<file path="src/rtl/mcs_pkg.sv">
package mcs_pkg;

  typedef enum logic [1:0] {
    LEN_ONE      = 2'b00,
    LEN_TWO      = 2'b01,
    LEN_FOUR     = 2'b10,
    LEN_FOUR_ALT = 2'b11
  } len_code_e;

  localparam int unsigned MCYC_W = 2;

  // Index of the final machine cycle for a given length code.
  function automatic logic [MCYC_W-1:0] last_mcyc(input len_code_e code);
    case (code)
      LEN_ONE:  return 2'd0;
      LEN_TWO:  return 2'd1;
      default:  return 2'd3;
    endcase
  endfunction

endpackage

</file>
<file path="src/rtl/mcs_phase_ctr.sv">
module mcs_phase_ctr #(
  parameter int unsigned STATES = 6,
  localparam int unsigned ST_W = $clog2(STATES)
) (
  input  logic            clk_i,
  input  logic            rst_i,
  input  logic            half_mode_i,
  output logic [ST_W-1:0] st_idx_o,
  output logic            ph_q_o,
  output logic            mode_q_o,
  output logic            first_clk_o,
  output logic            cyc_last_o
);

  localparam logic [ST_W-1:0] LAST_ST = ST_W'(STATES - 1);

  logic [ST_W-1:0] st_q;
  logic            ph_q;
  logic            mode_q;
  logic            state_last;
  logic            cyc_last;

  // A state ends after its second phase, or after its single clock in fast mode.
  assign state_last = mode_q | ph_q;
  assign cyc_last   = state_last && (st_q == LAST_ST);

  always_ff @(posedge clk_i) begin
    if (rst_i) begin
      st_q   <= '0;
      ph_q   <= 1'b0;
      mode_q <= half_mode_i;
    end else begin
      if (state_last) begin
        st_q <= cyc_last ? '0 : st_q + 1'b1;
      end
      ph_q <= mode_q ? 1'b0 : ~ph_q;
      if (cyc_last) begin
        mode_q <= half_mode_i;
      end
    end
  end

  assign st_idx_o    = st_q;
  assign ph_q_o      = ph_q;
  assign mode_q_o    = mode_q;
  assign first_clk_o = (st_q == '0) && !ph_q;
  assign cyc_last_o  = cyc_last;

endmodule

</file>
<file path="src/rtl/mcs_cycle_ctr.sv">
module mcs_cycle_ctr
  import mcs_pkg::*;
(
  input  logic              clk_i,
  input  logic              rst_i,
  input  logic [1:0]        len_code_i,
  input  logic              first_clk_i,
  input  logic              cyc_last_i,
  output logic [MCYC_W-1:0] mcyc_o,
  output logic              done_o
);

  logic [MCYC_W-1:0] mcyc_q;
  len_code_e         len_q;
  logic              done;

  assign done = cyc_last_i && (mcyc_q == last_mcyc(len_q));

  always_ff @(posedge clk_i) begin
    if (rst_i) begin
      mcyc_q <= '0;
      len_q  <= LEN_ONE;
    end else begin
      if (first_clk_i && (mcyc_q == '0)) begin
        len_q <= len_code_e'(len_code_i);
      end
      if (cyc_last_i) begin
        mcyc_q <= done ? '0 : mcyc_q + 1'b1;
      end
    end
  end

  assign mcyc_o = mcyc_q;
  assign done_o = done;

endmodule

</file>
<file path="src/rtl/mcs_strobe_dec.sv">
module mcs_strobe_dec #(
  parameter int unsigned STATES       = 6,
  parameter int unsigned FETCH2_STATE = 3,
  parameter int unsigned MC_W         = 2,
  localparam int unsigned ST_W = $clog2(STATES)
) (
  input  logic [ST_W-1:0]   st_idx_i,
  input  logic              ph_q_i,
  input  logic              mode_q_i,
  input  logic [MC_W-1:0]   mcyc_i,
  output logic [STATES-1:0] state_oh_o,
  output logic              ph1_o,
  output logic              ph2_o,
  output logic              opc_latch_o,
  output logic              fetch2_o
);

  for (genvar i = 0; i < STATES; i++) begin : g_oh
    assign state_oh_o[i] = (st_idx_i == ST_W'(i));
  end

  logic first_mcyc;
  assign first_mcyc = (mcyc_i == '0);

  assign ph1_o       = mode_q_i | ~ph_q_i;
  assign ph2_o       = mode_q_i | ph_q_i;
  assign opc_latch_o = first_mcyc && (st_idx_i == '0);
  assign fetch2_o    = first_mcyc && (st_idx_i == ST_W'(FETCH2_STATE));

endmodule

</file>
<file path="src/rtl/mcs_sequencer.sv">
module mcs_sequencer
  import mcs_pkg::*;
#(
  parameter int unsigned STATES       = 6,
  parameter int unsigned FETCH2_STATE = 3
) (
  input  logic              clk_i,
  input  logic              rst_i,
  input  logic              half_mode_i,
  input  logic [1:0]        len_code_i,
  output logic [STATES-1:0] state_oh_o,
  output logic              ph1_o,
  output logic              ph2_o,
  output logic [MCYC_W-1:0] mcyc_idx_o,
  output logic              opc_latch_o,
  output logic              fetch2_o,
  output logic              instr_done_o
);

  localparam int unsigned ST_W = $clog2(STATES);

  logic [ST_W-1:0]   st_idx;
  logic              ph_q;
  logic              mode_q;
  logic              first_clk;
  logic              cyc_last;
  logic [MCYC_W-1:0] mcyc;

  mcs_phase_ctr #(.STATES(STATES)) u_phase (
    .clk_i       (clk_i),
    .rst_i       (rst_i),
    .half_mode_i (half_mode_i),
    .st_idx_o    (st_idx),
    .ph_q_o      (ph_q),
    .mode_q_o    (mode_q),
    .first_clk_o (first_clk),
    .cyc_last_o  (cyc_last)
  );

  mcs_cycle_ctr u_cycle (
    .clk_i       (clk_i),
    .rst_i       (rst_i),
    .len_code_i  (len_code_i),
    .first_clk_i (first_clk),
    .cyc_last_i  (cyc_last),
    .mcyc_o      (mcyc),
    .done_o      (instr_done_o)
  );

  mcs_strobe_dec #(
    .STATES       (STATES),
    .FETCH2_STATE (FETCH2_STATE),
    .MC_W         (MCYC_W)
  ) u_dec (
    .st_idx_i    (st_idx),
    .ph_q_i      (ph_q),
    .mode_q_i    (mode_q),
    .mcyc_i      (mcyc),
    .state_oh_o  (state_oh_o),
    .ph1_o       (ph1_o),
    .ph2_o       (ph2_o),
    .opc_latch_o (opc_latch_o),
    .fetch2_o    (fetch2_o)
  );

  assign mcyc_idx_o = mcyc;

endmodule

</file>
<file path="config.mk">
export PLATFORM = sky130hd
export DESIGN_NAME = mcs_sequencer
export DESIGN_NICKNAME = d
export VERILOG_FILES = /design/src/rtl/mcs_pkg.sv /design/src/rtl/mcs_phase_ctr.sv /design/src/rtl/mcs_cycle_ctr.sv /design/src/rtl/mcs_strobe_dec.sv /design/src/rtl/mcs_sequencer.sv
export SDC_FILE = /design/constraint.sdc
export NUM_CORES = 1
export LEC_CHECK = 0
export BUFFER_PORTS_ARGS = -buffer_cell sky130_fd_sc_hd__buf_4
export CAP_MARGIN = 15
export CORE_UTILIZATION = 40
export DETAILED_ROUTE_END_ITERATION = 6
export HOLD_SLACK_MARGIN = 0.03
export PLACE_DENSITY = 0.76
export SETUP_SLACK_MARGIN = 0.5
export SLEW_MARGIN = 5
export SYNTH_ARGS = -nofsm -noshare
export SYNTH_HDL_FRONTEND = slang
export SYNTH_HIERARCHICAL = 1
export SYNTH_SLANG_ARGS = --single-unit
export TNS_END_PERCENT = 50
</file>
<file path="constraint.sdc">
create_clock -name clk_i -period 3 [get_ports clk_i]
set_input_delay 0.75 -clock clk_i [delete_from_list [all_inputs] [get_ports clk_i]]
set_output_delay 0.75 -clock clk_i [all_outputs]
set_load 0.05 [all_outputs]
</file>
==> flow_summary.ini, run 1 <==
[clock_tree]
numClockSinks = 9
clk_latency_ps = 260
cts_max_level = 1
cts_tree = done
cts_buffer_depth = 2
cts_root_buffer = clkbuf_4
clk_pin_slew_ps = 60
cts_buffers = 3

[setup_path]
worst-path-max-fanout = 9
endpoint_kind = primary output
crit_buf_inv = 2
cpMaxStageDelayCell = dfxtp_1
crit_family = flip-flops
timing.rr.start = u_phase/st_idx_o[1]
reg2reg_to = u_cycle/mcyc_o[1]
cp_slowest_stage_delay_ps = 480
cp_num_cells = 6
worstSetupStartpoint = u_phase/st_idx_o[1]
worstPathCellList = inv_1 > ha_1 > nand2_1 > nor2_2 > and2_1 > buf_4
crit_end = instr_done_o
crit_arrival_ps = 1570
crit_path_start_kind = flip-flop
r2r_setup_slack_ps = 1510
required_ps = 2250
worstRegToRegCells = 7
worst-setup-path-type = flip-flop to primary output

[floorplan]
core_sq_um = 1320
dieArea_sq_um = 1570
row_count = 13
die_w_um = 39.6
io_pins = 18
die_h_um = 39.6
start_util = 0.430

[power]
clockPowerShare = 0.266
seqPwrFrac = 0.417
sw_frac_of_total = 0.355
internal-power_uw = 223
cellPowerDensity_nw_per_um2 = 462
power.switching_uw = 123
vdd_drop_max_mv = 0.250
power_uw = 346
leakage_nw = 0.320
combinationalPowerShare = 0.317

[hold_path]
hold_class = flip-flop to flip-flop
min_path_cells = 2

[run_status]
outcome = finished, final reports clean

[global_routing]
antenna_found_initial = 0
grt_start_max_net_pins = 13
use_met2 = 0.303
grt_util_met3 = 0.0852
grt_use_met1 = 0.208
grt_usage = 0.187
grt-busiest-layer = met2
grt_pass1_vias = 439
overflow = 0
grt_pass1_wl_um = 1860

[cells_and_area]
postLayoutCoreUtil = 0.569
finalNetCount = 93
layout_commonest_cell = buf_4
layout-drive-gt1-share = 0.361
area.growth.synth_to_final_pct = 32.2
n_antenna_cell = 0
layout_common_cells = 17 x buf_4, 7 x dfxtp_1, 5 x inv_1

[yosys]
netlist_area_sq_um = 567
ys_warn_count = 6
syn_inst = 62
synth_top_area_frac = 0.283
synth_fp_nets = 71
synthTopCellsByArea = dfxtp_1 28%, ha_1 8.8%, edfxtp_1 5.3%, nor3b_1 5.3%, nand2b_1 4.4%
yosys.area.top_type = dfxtp_1
avgSynthCellArea_sq_um = 9.14
yosysSeqAreaShare = 0.336
ys_ff_latch = 9
synthDistinctLibCells = 27

[routing]
wl_per_cell_um = 12.0
vias = 543
drc = 0
vias_per_cell = 5.54
drt_pass1_iterations = 4
antenna_left = 0
drtIter0Drc = 16
drt-total-wl_um = 1170

[timing]
fin_worst_skew_ps = 7.61
finalCriticalPeriod_ps = 2320
post-route-period-util = 0.773
setup_violations = 0
finalHoldWorstSlack_ps = 499
max_slew_margin = 0.748
tns_ps = 0
rsz0062_at_grt = no
hold_viol = 0
worst_pin_slew_ps = 378
maxSlewViolCount = 0
max_freq_mhz = 431

[place]
io_buffer_count = 17
dp_hpwl_um = 890
gp_congestion = 0.706

[flow_run]
maxCapViolCount = 0
## power groups by stage
stage	Sequential, mW	Clock [mW]	Combinational, mW
after floorplan	0.143	0	0.0804
after global placement	0.146	0	0.108
after detailed placement	0.146	0	0.109
after CTS	0.144	0.0985	0.110
after global routing	0.146	0.104	0.116
final	0.145	0.0921	0.110
## timing repair
| item | 4_1_cts | 5_1_grt |
|---|---|---|
| buffers inserted | 0 | 0 |
| setup endpoints to repair | 0 | 1 |
| hold buffers | 0 | 0 |
| resized for setup | 0 | 2 |
## tightest hold or removal path: cells and delay by family (launching register included)
family / cells / cell delay [ps]
AO/OA/AOI/OAI: 1 / 60
flip-flops: 1 / 330
AND/OR/NAND/NOR: 1 / 70
## worst min path at each step
stage | start | end | slack [ps]
2_1_floorplan | u_cycle/len_q[0] | u_cycle/len_q[0] | 450
3_3_place_gp | u_cycle/len_q[0] | u_cycle/len_q[0] | 480
3_5_place_dp | u_cycle/len_q[0] | u_cycle/len_q[0] | 490
4_1_cts | u_cycle/len_q[0] | u_cycle/len_q[0] | 500
5_1_grt | u_cycle/len_q[0] | u_cycle/len_q[0] | 520
6_report | u_cycle/len_q[0] | u_cycle/len_q[0] | 500
## layout make-up
cell class	count	area, sq um
fill	126	568
timing repair buffer	17	128
tap	15	18.8
multi-input combinational	48	367
inverter	5	18.8
clock buffer	4	26.3
sequential	9	191
## sequential cells by signal, indices dropped and copies added (netlist names)
signal and flops:
u_cycle/len_q 2, u_phase/mode_q_o 1, u_phase/st_idx_o 3, u_phase/ph_q_o 1, u_cycle/mcyc_o 2
## per-layer routing
| layer | wire length, um | share of wire | vias to the layer above |
|---|---|---|---|
| met5 | 0 | 0 | - |
| met4 | 15 | 0.013 | 0 |
| met3 | 83 | 0.071 | 2 |
| met2 | 552 | 0.47 | 22 |
| met1 | 521 | 0.44 | 249 |
| li1 | - | - | 270 |
## cell families after synthesis
kind of cell             after synthesis  share of synthesized area
AND/OR/NAND/NOR                       32                      0.386
AO/OA/AOI/OAI                         11                      0.141
flip-flops                             9                      0.336
buffers and inverters                  5                     0.0331
adder cells (fa/ha/maj)                4                     0.0883
XOR/XNOR                               1                     0.0155
## metrics by stage
| step | worst slack (ps) | cell area (sq um) | cells |
|---|---|---|---|
| after CTS | 547 | 746 | 98 |
| after floorplan | 526 | 573 | 62 |
| after global routing | 544 | 749 | 98 |
| after global placement | 951 | 719 | 94 |
| final | 681 | 749 | 98 |
| after detailed placement | 837 | 719 | 94 |
## cells in the mapped netlist
| cell type | number |
|---|---|
| and2b_1 | 1 |
| and3b_2 | 1 |
| a31oi_1 | 1 |
| o22a_2 | 1 |
| and2_1 | 2 |
| nand2_1 | 4 |
| edfxtp_1 | 1 |
| nand2b_1 | 4 |
| nor3_2 | 2 |
| ha_1 | 4 |
| o31ai_1 | 2 |
| xor2_1 | 1 |
| o311ai_0 | 1 |
| nor3_1 | 2 |
| o41ai_1 | 1 |
| nor3b_1 | 4 |
| nor2_1 | 2 |
| nor3b_2 | 2 |
| and3b_1 | 1 |
| nand3_1 | 3 |
| or2_2 | 2 |
| inv_1 | 5 |
| dfxtp_1 | 8 |
| o21bai_1 | 1 |
| o32ai_1 | 1 |
| a21oi_1 | 3 |
| or4b_1 | 2 |
(Power assumes the default switching activity.)
==> run 2: changes to the inputs <==
Clock period 3 ns to 2.45 ns, I/O delays scaled along.
==> run 2 against run 1 <==
Compared with the run above: clock power is 26% higher; first-iteration DRC count fell by 69%; critical endpoint is now opc_latch_o; via count increased by 6.4%; total power up 35%; combinational power is 61% higher; sequential share of layout area shrank 3.1 points.
==> flow_summary.ini, run 2 (same netlist as run 1, synthesis figures left out) <==
[timing]
max_freq_mhz = 517
fin_worst_skew_ps = 9.66
post-route-period-util = 0.790
finalHoldWorstSlack_ps = 489
maxSlewViolCount = 0
tns_ps = 0
max_slew_margin = 0.735
setup_violations = 0
worst_pin_slew_ps = 397
rsz0062_at_grt = yes
hold_viol = 0
finalCriticalPeriod_ps = 1930

[setup_path]
worst-path-max-fanout = 8
cpMaxStageDelayCell = dfxtp_4
r2r_setup_slack_ps = 970
required_ps = 1840
endpoint_kind = primary output
crit_path_start_kind = flip-flop
worstPathCellList = buf_6 > nor3_4 > nor3b_4 > buf_6
crit_arrival_ps = 1320
cp_slowest_stage_delay_ps = 360
cp_common_cell = buf_6
worst-setup-path-type = flip-flop to primary output

[place]
place_inst = 94
gp_congestion = 0.736
io_buffer_count = 17
dp_hpwl_um = 875

[cells_and_area]
largest_reg_flops = 3
finalNetCount = 104
layout-drive-gt1-share = 0.543
layout_common_cells = 24 x buf_4, 4 x buf_6, 4 x inv_1, 4 x nand2b_1
layoutNonFillerInstCount = 109
area.growth.synth_to_final_pct = 60.3
n_antenna_cell = 0
fill_cells = 115
postLayoutCoreUtil = 0.689
layout_commonest_cell = buf_4

[routing]
drc = 0
drt_pass1_iterations = 2
vias_per_cell = 5.30
wl_per_cell_um = 12.9
vias = 578
drt-total-wl_um = 1410
antenna_left = 0
drtIter0Drc = 5

[global_routing]
overflow = 0
grt_pass1_wl_um = 2080
grt_pass1_vias = 524
antenna_found_initial = 0
grt_usage = 0.207
grt_start_max_net_pins = 13

[clock_tree]
cts_root_buffer = clkbuf_4
cts_tree = done
cts_buffer_depth = 2
clk_latency_ps = 260
numClockSinks = 9
clk_pin_slew_ps = 70
cts_max_level = 1
cts_buffers = 3

[power]
clockPowerShare = 0.250
cellPowerDensity_nw_per_um2 = 513
combinationalPowerShare = 0.381
sw_frac_of_total = 0.359
vdd_drop_max_mv = 0.329
power_uw = 466
seqPwrFrac = 0.370
leakage_nw = 0.391
power.switching_uw = 167
internal-power_uw = 299

[hold_path]
hold_class = flip-flop to flip-flop

[floorplan]
io_pins = 18
row_count = 13
dieArea_sq_um = 1570
die_h_um = 39.6
die_w_um = 39.6
start_util = 0.430
core_sq_um = 1320

[flow_run]
maxCapViolCount = 0

[run_status]
outcome = finished, final reports clean
run 2: cell count changes in the layout (fill, tap and decap cells not counted), sizes merged:
cell,delta
buf,+11
run 2: area by class of cell:
cell class | instances | area, sq um | share of cell area
timing repair buffer | 28 | 225 | 0.248
clock buffer | 4 | 26.3 | 0.0289
multi-input combinational | 48 | 413 | 0.455
sequential | 9 | 204 | 0.225
inverter | 5 | 21.3 | 0.0234
tap | 15 | 18.8 | 0.0207
run 2: final timing paths:
kind              cells past startpoint                start          endpoint
setup / recovery                      4  u_phase/st_idx_o[1]       opc_latch_o
hold reg to reg                       2     u_cycle/len_q[0]  u_cycle/len_q[0]
hold / removal                        2     u_cycle/len_q[0]  u_cycle/len_q[0]
setup reg to reg                      7  u_phase/st_idx_o[0]  u_cycle/len_q[1]
run 2: timing repair:
| item | CTS | global route |
|---|---|---|
| gates resized for setup | 17 | 1 |
| pin swaps | 2 | 5 |
| hold buffers | 0 | 0 |
| buffers inserted | 4 | 7 |
| gates cloned | 0 | 0 |
| setup endpoints to repair | 1 | 4 |
run 2: metal layers:
metal	share of wire	vias to the layer above	track usage
met3	0.038	4	0.0682
li1	-	292	-
met4	0.022	0	0.129
met5	0	-	0
met2	0.53	16	0.348
met1	0.41	266	0.219
run 2: metrics by stage:
stage	cell area, sq um	worst slack, ps
2_1_floorplan	596	242
3_3_place_gp	742	602
3_5_place_dp	742	578
4_1_cts	852	489
5_1_grt	908	443
6_report	908	515
run 2: worst max-delay path, delay by kind of cell, from the launching register on:
kind | cells | cell delay [ps]
and+or+nand+nor | 2 | 390
buffers and inverters | 2 | 310
DFF | 1 | 360
run 2: power by group through the flow:
stage               clock network (mW)  logic, mW  registers [mW]
floorplan                            0      0.102           0.178
global placement                     0      0.135           0.181
detailed placement                   0      0.138           0.182
CTS                              0.122      0.167           0.172
global route                     0.131      0.188           0.174
finish                           0.116      0.177           0.172
